==> src/rtl/rtcore_pkg.sv <==
package rtcore_pkg;

   localparam int WORD_W   = 32;
   localparam int RIDX_W   = 5;
   localparam int NUM_REGS = 1 << RIDX_W;

   localparam logic [5:0] OPC_REG3 = 6'b000000;
   localparam logic [5:0] FN_ADD   = 6'b100000;
   localparam logic [5:0] FN_SUB   = 6'b100010;

   typedef struct packed {
      logic [5:0]        opc;
      logic [RIDX_W-1:0] src_a;
      logic [RIDX_W-1:0] src_b;
      logic [RIDX_W-1:0] dst;
      logic [4:0]        shift;
      logic [5:0]        fn;
   } iword_t;

   typedef enum logic [1:0] {
      OP_NONE = 2'd0,
      OP_ADD  = 2'd1,
      OP_SUB  = 2'd2
   } alu_op_e;

endpackage

==> src/rtl/rt_prog_rom.sv <==
module rt_prog_rom #(
   parameter int PC_W = 4,
   parameter int DEPTH = 1 << PC_W,
   parameter logic [DEPTH*rtcore_pkg::WORD_W-1:0] IMAGE = '0
) (
   input  logic [PC_W-1:0]                addr,
   output logic [rtcore_pkg::WORD_W-1:0]  word
);
   localparam int WW = rtcore_pkg::WORD_W;

   logic [WW-1:0] mem [DEPTH];

   for (genvar gi = 0; gi < DEPTH; gi++) begin : g_slot
      assign mem[gi] = IMAGE[gi*WW +: WW];
   end

   assign word = mem[addr];
endmodule

==> src/rtl/rt_decode.sv <==
module rt_decode
   import rtcore_pkg::*;
(
   input  logic [WORD_W-1:0] word,
   output alu_op_e           op,
   output logic              legal,
   output logic [RIDX_W-1:0] ra_idx,
   output logic [RIDX_W-1:0] rb_idx,
   output logic [RIDX_W-1:0] wr_idx,
   output logic [4:0]        shift_amt
);
   iword_t iw;
   assign iw = iword_t'(word);

   always_comb begin
      op = OP_NONE;
      if (iw.opc == OPC_REG3) begin
         unique case (iw.fn)
            FN_ADD:  op = OP_ADD;
            FN_SUB:  op = OP_SUB;
            default: op = OP_NONE;
         endcase
      end
   end

   assign legal     = (op != OP_NONE);
   assign ra_idx    = iw.src_a;
   assign rb_idx    = iw.src_b;
   assign wr_idx    = iw.dst;
   assign shift_amt = iw.shift;
endmodule

==> src/rtl/rt_regfile.sv <==
module rt_regfile #(
   parameter int DATA_W = 4,
   parameter int IDX_W  = 5,
   parameter int NREGS  = 1 << IDX_W,
   parameter logic [NREGS*DATA_W-1:0] INIT = '0
) (
   input  logic              clk,
   input  logic              rst,
   input  logic [IDX_W-1:0]  rd_a_idx,
   input  logic [IDX_W-1:0]  rd_b_idx,
   output logic [DATA_W-1:0] rd_a_val,
   output logic [DATA_W-1:0] rd_b_val,
   input  logic              wr_en,
   input  logic [IDX_W-1:0]  wr_idx,
   input  logic [DATA_W-1:0] wr_val
);
   logic [DATA_W-1:0] cells [1:NREGS-1];

   always_ff @(posedge clk) begin
      if (rst) begin
         for (int k = 1; k < NREGS; k++) begin
            cells[k] <= INIT[k*DATA_W +: DATA_W];
         end
      end else if (wr_en && (wr_idx != '0)) begin
         cells[wr_idx] <= wr_val;
      end
   end

   assign rd_a_val = (rd_a_idx == '0) ? '0 : cells[rd_a_idx];
   assign rd_b_val = (rd_b_idx == '0) ? '0 : cells[rd_b_idx];
endmodule

==> src/rtl/rt_ripple_addsub.sv <==
module rt_ripple_addsub #(
   parameter int W = 4
) (
   input  logic [W-1:0] a,
   input  logic [W-1:0] b,
   input  logic         sub,
   output logic [W-1:0] sum,
   output logic         cout
);
   logic [W:0]   chain;
   logic [W-1:0] b_eff;

   assign chain[0] = sub;

   for (genvar gi = 0; gi < W; gi++) begin : g_bit
      assign b_eff[gi]    = b[gi] ^ sub;
      assign sum[gi]      = a[gi] ^ b_eff[gi] ^ chain[gi];
      assign chain[gi+1]  = (a[gi] & b_eff[gi]) | (chain[gi] & (a[gi] ^ b_eff[gi]));
   end

   assign cout = chain[W];
endmodule

==> src/rtl/rtcore_addsub.sv <==
module rtcore_addsub
   import rtcore_pkg::*;
#(
   parameter int DATA_W = 4,
   parameter int PC_W   = 4,
   parameter logic [(1<<PC_W)*WORD_W-1:0] ROM_IMAGE = '0,
   parameter logic [NUM_REGS*DATA_W-1:0]  REG_INIT  = '0
) (
   input  logic              clk,
   input  logic              rst,
   output logic [PC_W-1:0]   pc_o,
   output logic [DATA_W-1:0] result_o,
   output logic              carry_o
);
   localparam int ROM_DEPTH = 1 << PC_W;

   if (DATA_W < 1 || DATA_W > 32) begin : g_bad_data_w
      $error("rtcore_addsub: DATA_W must lie in 1..32");
   end
   if (PC_W < 1 || PC_W > 8) begin : g_bad_pc_w
      $error("rtcore_addsub: PC_W must lie in 1..8");
   end

   logic [PC_W-1:0]   pc_q;
   logic [WORD_W-1:0] cur_word;
   alu_op_e           dec_op;
   logic              dec_legal;
   logic [RIDX_W-1:0] rs_idx, rt_idx, rd_idx;
   logic [4:0]        dec_shamt;
   logic [DATA_W-1:0] rs_val, rt_val;
   logic [DATA_W-1:0] alu_sum;
   logic              alu_cout;

   always_ff @(posedge clk) begin
      if (rst) pc_q <= '0;
      else     pc_q <= pc_q + 1'b1;
   end

   rt_prog_rom #(
      .PC_W  (PC_W),
      .DEPTH (ROM_DEPTH),
      .IMAGE (ROM_IMAGE)
   ) u_rom (
      .addr (pc_q),
      .word (cur_word)
   );

   rt_decode u_dec (
      .word      (cur_word),
      .op        (dec_op),
      .legal     (dec_legal),
      .ra_idx    (rs_idx),
      .rb_idx    (rt_idx),
      .wr_idx    (rd_idx),
      .shift_amt (dec_shamt)
   );

   rt_regfile #(
      .DATA_W (DATA_W),
      .IDX_W  (RIDX_W),
      .NREGS  (NUM_REGS),
      .INIT   (REG_INIT)
   ) u_rf (
      .clk      (clk),
      .rst      (rst),
      .rd_a_idx (rs_idx),
      .rd_b_idx (rt_idx),
      .rd_a_val (rs_val),
      .rd_b_val (rt_val),
      .wr_en    (dec_legal),
      .wr_idx   (rd_idx),
      .wr_val   (alu_sum)
   );

   rt_ripple_addsub #(
      .W (DATA_W)
   ) u_alu (
      .a    (rs_val),
      .b    (rt_val),
      .sub  (dec_op == OP_SUB),
      .sum  (alu_sum),
      .cout (alu_cout)
   );

   assign pc_o     = pc_q;
   assign result_o = dec_legal ? alu_sum : '0;
   assign carry_o  = dec_legal & alu_cout;
endmodule

==> config.mk <==
export PLATFORM = sky130hd
export DESIGN_NAME = rtcore_addsub
export DESIGN_NICKNAME = d
export VERILOG_FILES = /design/src/rtl/rtcore_pkg.sv /design/src/rtl/rt_prog_rom.sv /design/src/rtl/rt_decode.sv /design/src/rtl/rt_regfile.sv /design/src/rtl/rt_ripple_addsub.sv /design/src/rtl/rtcore_addsub.sv
export SDC_FILE = /design/constraint.sdc
export NUM_CORES = 1
export LEC_CHECK = 0
export CORE_AREA = 10 10 47 49
export DETAILED_ROUTE_END_ITERATION = 7
export DIE_AREA = 0 0 57 59
export DONT_BUFFER_PORTS = 1
export GPL_TIMING_DRIVEN = 0
export PLACE_DENSITY = 0.36
export SETUP_SLACK_MARGIN = 0.4
export SLEW_MARGIN = 20
export SYNTH_ARGS = -nofsm -noshare
export SYNTH_HDL_FRONTEND = slang
export SYNTH_SLANG_ARGS = --single-unit
==> constraint.sdc <==
create_clock -name clk -period 1.5 [get_ports clk]
set_clock_uncertainty 0.05 [all_clocks]
set_input_delay 0.225 -clock clk [delete_from_list [all_inputs] [get_ports clk]]
set_output_delay 0.225 -clock clk [all_outputs]
set_load 0.01 [all_outputs]
# Word-level counts from Yosys, hierarchy flattened
# Memories as Yosys holds them, arrays and structs flattened.
# Cells that the tools add are included.
# word_totals
reg_bits	4
ramBits	124
mem_bits_ro	512
inputBits	2
out_inout_bits	9
wordCells	56
n_memories	2
# op_classes
add_sub_neg	1
order_cmp	1
n_eq_ne	3
n_mux	15
bitwise_logic	26
n_reduce_logical	7
# memory_table
memory	words	width	rd	rd_clocked_by_memory_dff	wr	line_no	source
(no name shown)	16	32	1	0	0	rt_prog_rom.sv:17	assign word = mem[addr];
u_rf.cells	31	4	2	0	31	rt_regfile.sv:17	logic [DATA_W-1:0] cells [1:NREGS-1];
# op_table
op	n
2-to-1 mux 32 bit	2
2-to-1 mux 4 bit	4
equality test 6 bit, second input constant	2
bitwise XOR 1 bit	12
logical NOT 5 bit	2
AND 1 bit	9
logical NOT 6 bit	1
2-to-1 mux 1 bit	6
greater-or-equal comparator 5 bit, second input constant	1
2-to-1 mux 5 bit	1
inverter 4 -> 5 bit	1
nonzero test 5 bit	1
adder 4 x 1 -> 4 bit, second input constant	1
bitwise OR 1 bit	4
one-hot mux 2 bit (2 select lines)	1
OR reduction 4 bit	1
equality test 2 bit, second input constant	1
2-to-1 mux 2 bit	1
nonzero test 2 bit	1
logical AND 1 bit	1

# Logic depth before layout (Yosys ltp)
# Gate-level depths: netlist (run 1).
# logic_depth
ltp_word	19
mapped_depth	3
mapped_depth_nobuf	3

# Cells and area by module
# A second synthesis (run 1) with hierarchy kept.
# hier_totals
hier_cells	652
hier_area_um2	8061.5
# by_module_without_submodules
module	instances	cells_per_inst	area_each_um2	seq_area_each_um2
rt_regfile	1	559	7293.2	3843.7
rt_prog_rom	1	33	244.0	0.0
rt_decode	1	29	215.2	0.0
rtcore_addsub	1	19	187.7	80.1
rt_ripple_addsub	1	12	121.4	0.0

# Worst setup path before layout (run 1)
# No wires, ideal clock.
# synth_path
path_type	register to register
from	reg pc_q[0] (netlist: pc_o[0])
to	reg pc_q[3] (netlist: pc_o[3])
setup_time_ps	121
arrival_time_ps	792
t_required_ps	1329
slack_ps	537
stages_incl_launch_ff	3
synth_period_minus_slack_ps	963
path_cell_list	dfxtp_1 nand3_1 mux2_4
# synth_via
elab_chain_len	1
# synth_lines
element	line_no	source
start, declared	rtcore_addsub.sv:24	logic [PC_W-1:0] pc_q;
start signal, assigned	rtcore_addsub.sv:36	else pc_q <= pc_q + 1'b1;
adder 4 x 1 -> 4 bit	rtcore_addsub.sv:36	
# No other way between the ends.
# A chain may end at the register's enable or synchronous reset.

# Final worst setup path (run 1)
# layout_path
from	reg pc_q[2] (netlist: pc_o[2])
to	reg pc_q[3] (netlist: pc_o[3])
# The elaborated chain is that of the path after synthesis.

==> results.toml, run 1 <==
[clocking]
cts_tree = "yes"
tritoncts.num_buffers = 3
root_buffer = "clkbuf_4"
cts_max_path_buffers = 2
cts.sinks = 4
htree_levels = 1
cts.clk_slew.worst_paths_ps = 40
insertion_delay_ps = 230

[floorplan]
die_h_um = 59
start_util_pct = 13.3
die_area_sq_um = 3360
ios = 11
core-area_sq_um = 1400
rows = 14
die_x_um = 57

[grt]
grt_pass1_vias = 162
grt_pass1_wl_um = 765
grt_antenna_before_repair = 0
grt.overflow.total = 0
grt_max_degree = 6
gr-usage-all-layers_pct = 3.20

[placement]
gp_congestion = 0.543
io_buffers = 0

[yosys]
yosys-top-cells-area = "dfxtp_1 (43%), buf_4 (20%), mux2_4 (8.1%)"
syn_area_sq_um = 186
netlist_instances = 19
synth_area_per_cell_sq_um = 9.81
yosysTopAreaCell = "dfxtp_1"
ys_warn_count = 0
synth_cell_types = 9
synth_seq_cells = 4
yosys.area.top_type_share_pct = 43.0
ys_seq_area_share_pct = 43.0

[worst_setup_path]
cp-endpoint = "pc_o[3]"
cp_data_required_time_ps = 1570
r2r_end = "pc_o[3]"
worstReg2RegStart = "pc_o[2]"
cp_max_fo = 3
end_kind = "register"
r2r_slack_ps = 490
start_kind = "register"
crit_start = "pc_o[2]"
cp_data_arrival_time_ps = 1080
criticalPathCategory = "reg -> reg"
ff2ff_path_depth = 2

[power]
power_density_nw_per_um2 = 1090
p_leak_nw = 0.129
totalPowerFinal_mw = 0.288
ir_worst_vdd_v = 0.000153

[sta]
fmax_mhz = 994
slew_violations = 0
rsz0062_at_grt = "no"
finalHoldViolCount = 0
period_needed_ps = 1010
tns_ps = 0
fin_crit_sh_pct = 67.1
setup_viol = 0

[layout]
n_antenna_cell = 0
drive_above_1_share_pct = 35.7
multi_input_area_sq_um = 83.8
regArea_sq_um = 81.3
layout.nets = 33
area_delta_synth_final_pct = 42.3
fillers = 162
largest_reg_flops = 4

[job]
cap_violations = 0

[route]
vias = 138
wl_per_cell_um = 10.0
ant_nets = 0
drt-total-wl_um = 440
first_pass_iters = 2
drc_errors = 0
drtIter0Drc = 3
vias_per_cell = 3.14

[outcome]
status = "finished clean"

[worst_hold_path]
hp-class = "in -> reg"
-- cell type report --
type	instances	share of cell area (%)
Clock buffer	3	8.49
Buffer	5	14.2
Timing Repair Buffer	2	7.55
Sequential cell	4	30.7
Multi-Input combinational cell	14	31.6
Tap cell	16	7.55
-- critical path, cell delays in order (launching register included) --
cell and delay, ps:
dfxtp_1 420, nand3_1 130, mux2_4 300
-- per-stage QoR --
stage / setup WS (ps) / instance area [sq um] / hold WS, ps / std cells / utilization (%)
after CTS: 459 / 254 / 5.47 / 43 / 18.1
after detailed placement: 459 / 221 / 249 / 39 / 15.8
after floorplan: 537 / 201 / 242 / 23 / -
final: 494 / 265 / 189 / 44 / 18.9
after global placement: 468 / 221 / 242 / 39 / 15.8
after global routing: 433 / 265 / 211 / 44 / 18.9
-- where the power goes --
part / switching [mW] / total (mW) / internal [mW]
combinational: 0.0132 / 0.0319 / 0.0188
clock: 0.0412 / 0.130 / 0.0893
sequential: 0.0113 / 0.126 / 0.114
total: 0.0656 / 0.288 / 0.222
-- what timing repair did --
item / CTS / global route
endpoints found under the hold margin: 1 / 2
resized for setup: 0 / 1
setup endpoints to repair: 0 / 1
buffers inserted: 0 / 0
hold buffers: 1 / 1
-- worst min-delay path by stage --
| stage | startpoint | depth (start not counted) | slack (ps) | to |
|---|---|---|---|---|
| after floorplan | rst | 1 | 240 | pc_o[0] |
| after global placement | rst | 1 | 240 | pc_o[0] |
| after detailed placement | rst | 1 | 250 | pc_o[1] |
| after CTS | rst | 1 | 5 | pc_o[2] |
| after global routing | rst | 2 | 210 | pc_o[3] |
| final | rst | 2 | 190 | pc_o[3] |
-- cells in the final DEF (no fill, tap or decap), drive strengths merged --
master	Yosys	final
nor2	3	3
dlygate4sd3	0	2
mux2	1	1
dfxtp	4	4
nor2b	2	2
xnor2	1	1
buf	5	5
nand3	1	1
ha	1	1
clkbuf	0	3
conb	1	5
-- routing by layer --
| metal | up-vias | GRT usage (%) | part of all wire, % |
|---|---|---|---|
| met5 | - | 0 | 0 |
| met4 | 0 | 3.02 | 0 |
| met3 | 0 | 3.00 | 11 |
| met2 | 6 | 4.96 | 59 |
| met1 | 64 | 2.26 | 29 |
| li1 | 68 | - | - |
-- synthesized netlist by cell type --
cell and instances:
nor2b_1 2, conb_1 1, nand3_1 1, ha_1 1, nor2_1 3, mux2_4 1, dfxtp_1 4, buf_4 5
xnor2_1 1
-- cell families after synthesis --
kind of cell	share of synthesized area (%)
DFF	43.0
xor gates and xnor gates	4.70
muxes	8.05
other	2.01
adders and majority gates	6.71
buffers and inverters	20.1
and+or+nand+nor	15.4
Note: power is estimated with default switching activity, not from simulation.
==> inputs of run 2 (changes only) <==
- clock period: 1.5 -> 1.05 ns (I/O delays scaled with it)
==> run 2 against run 1 <==
  * The run now ends with hold timing left
  * Final area grew 5.7%
  * Non-clock buffer count shrank 2
  * Sequential power rose by 44%
  * Register-to-register slack lost 360 ps
  * Sequential share of layout area rose by 3.3 points
  * Wire length decreased by 3.4%
  * Cell count is 2.3% lower
  * Global-route usage fell by 0.74 points
  * Utilization grew 1.1 points
  * Power is 49% higher
  * Sequential cell count did not move
==> results.toml, run 2 (synthesis gave the netlist of run 1 again) <==
[outcome]
status = "finished with violations"
violations = "hold timing"

[sta]
period_needed_ps = 919
fin_crit_sh_pct = 87.6
slew_violations = 0
tns_ps = 0
setup_viol = 0
fmax_mhz = 1090
worst_slack_ps = 131
finalHoldViolCount = 3
rsz0062_at_grt = "yes"
hold_ws_ps = -72.8

[worst_hold_path]
min_from = "rst"
hold_depth = 1
hold_path_end = "pc_o[2]"
hp-class = "in -> reg"

[clocking]
cts.sinks = 4
htree_levels = 1
cts_max_path_buffers = 2
cts.clk_slew.worst_paths_ps = 40
tritoncts.num_buffers = 3
insertion_delay_ps = 240
root_buffer = "clkbuf_4"
cts_tree = "yes"

[route]
wl_per_cell_um = 9.88
drc_errors = 0
ant_nets = 0
first_pass_iters = 2
drtIter0Drc = 1
drt-total-wl_um = 425
vias = 130
vias_per_cell = 3.02

[layout]
area_delta_synth_final_pct = 50.3
mostFrequentLayoutCells = "buf_4 (5), conb_1 (5), dfxtp_4 (4)"
largest_reg_flops = 4
fin_cells = 43
n_antenna_cell = 0
drive_above_1_share_pct = 55.6
layout.nets = 31
fillers = 156

[floorplan]
die_area_sq_um = 3360
rows = 14
start_util_pct = 13.3
die_x_um = 57
ios = 11
die_h_um = 59
core-area_sq_um = 1400

[power]
p_leak_nw = 0.123
ir_worst_vdd_v = 0.000947
totalPowerFinal_mw = 0.429
power_density_nw_per_um2 = 1530

[worst_setup_path]
r2r_slack_ps = 130
cp_top_family = "flip-flops"
crit_path_max_incr_delay_ps = 380
cp_data_arrival_time_ps = 1000
r2r_end = "pc_o[3]"
end_kind = "register"
crit_chain = "nand3_2 > mux2_4"
cp_slowest_cell = "dfxtp_4"
criticalPathCategory = "reg -> reg"
cp_data_required_time_ps = 1130
cp_max_fo = 3
ff2ff_path_depth = 2
crit_buf_inv = 0
crit_start = "pc_o[2]"
worstReg2RegStart = "pc_o[2]"
start_kind = "register"

[grt]
grt_max_degree = 6
grt_pass1_wl_um = 565
gr-usage-all-layers_pct = 2.46
grt_antenna_before_repair = 0
grt_pass1_vias = 121
grt.overflow.total = 0

[job]
cap_violations = 0

[placement]
dp.cells = 39
gp_congestion = 0.545
pre_cts_ws_ps = 126
io_buffers = 0
run 2: cell count changes in the layout (fill, tap and decap cells not counted), sizes merged:
cell         delta
clkbuf          +1
dlygate4sd3     -2
run 2: area by class of cell:
cell class / instances / area [sq um] / share of cell area, %
buffer: 5 / 37.5 / 13.4
clock buffer: 4 / 26.3 / 9.37
multi-input combinational: 14 / 101 / 36.2
sequential: 4 / 95.1 / 33.9
tap: 16 / 20.0 / 7.14
run 2: per-layer routing:
metal,up-vias,GRT usage [%],wire [um]
met5,-,0,0
met4,0,0,0
met3,0,4.72,88
met2,7,2.79,173
met1,58,2.01,163
li1,65,-,-
run 2: repair_timing:
action | 4_1_cts | 5_1_grt
gates resized for setup | 2 | 4
pin swaps | 0 | 1
hold endpoints to repair | 3 | 3
setup buffers | 0 | 0
endpoints found under the setup margin | 7 | 7
run 2: power by group:
| part | leakage, nW | internal (mW) | total, mW | switching (mW) |
|---|---|---|---|---|
| logic | 0.0725 | 0.0239 | 0.0403 | 0.0163 |
| clock network | 0.0150 | 0.143 | 0.209 | 0.0659 |
| registers | 0.0356 | 0.160 | 0.181 | 0.0206 |
run 2: through the flow:
step / utilization [%] / instance area [sq um]
floorplan: - / 213
global placement: 16.6 / 233
detailed placement: 16.6 / 233
CTS: 18.8 / 264
global route: 20.0 / 280
finish: 20.0 / 280
run 2: worst max path at each step:
stage               cells past startpoint  slack, ps  endpoint
global placement                        2        140   pc_o[3]
CTS                                     2        130   pc_o[3]
finish                                  2        130   pc_o[3]
detailed placement                      2        130   pc_o[3]
global route                            2        100   pc_o[3]
floorplan                               2        160   pc_o[3]
run 2: worst register-to-register path, stage by stage, from the launching register on:
cell,delay (ps)
dfxtp_4,380
nand3_2,80
mux2_4,290
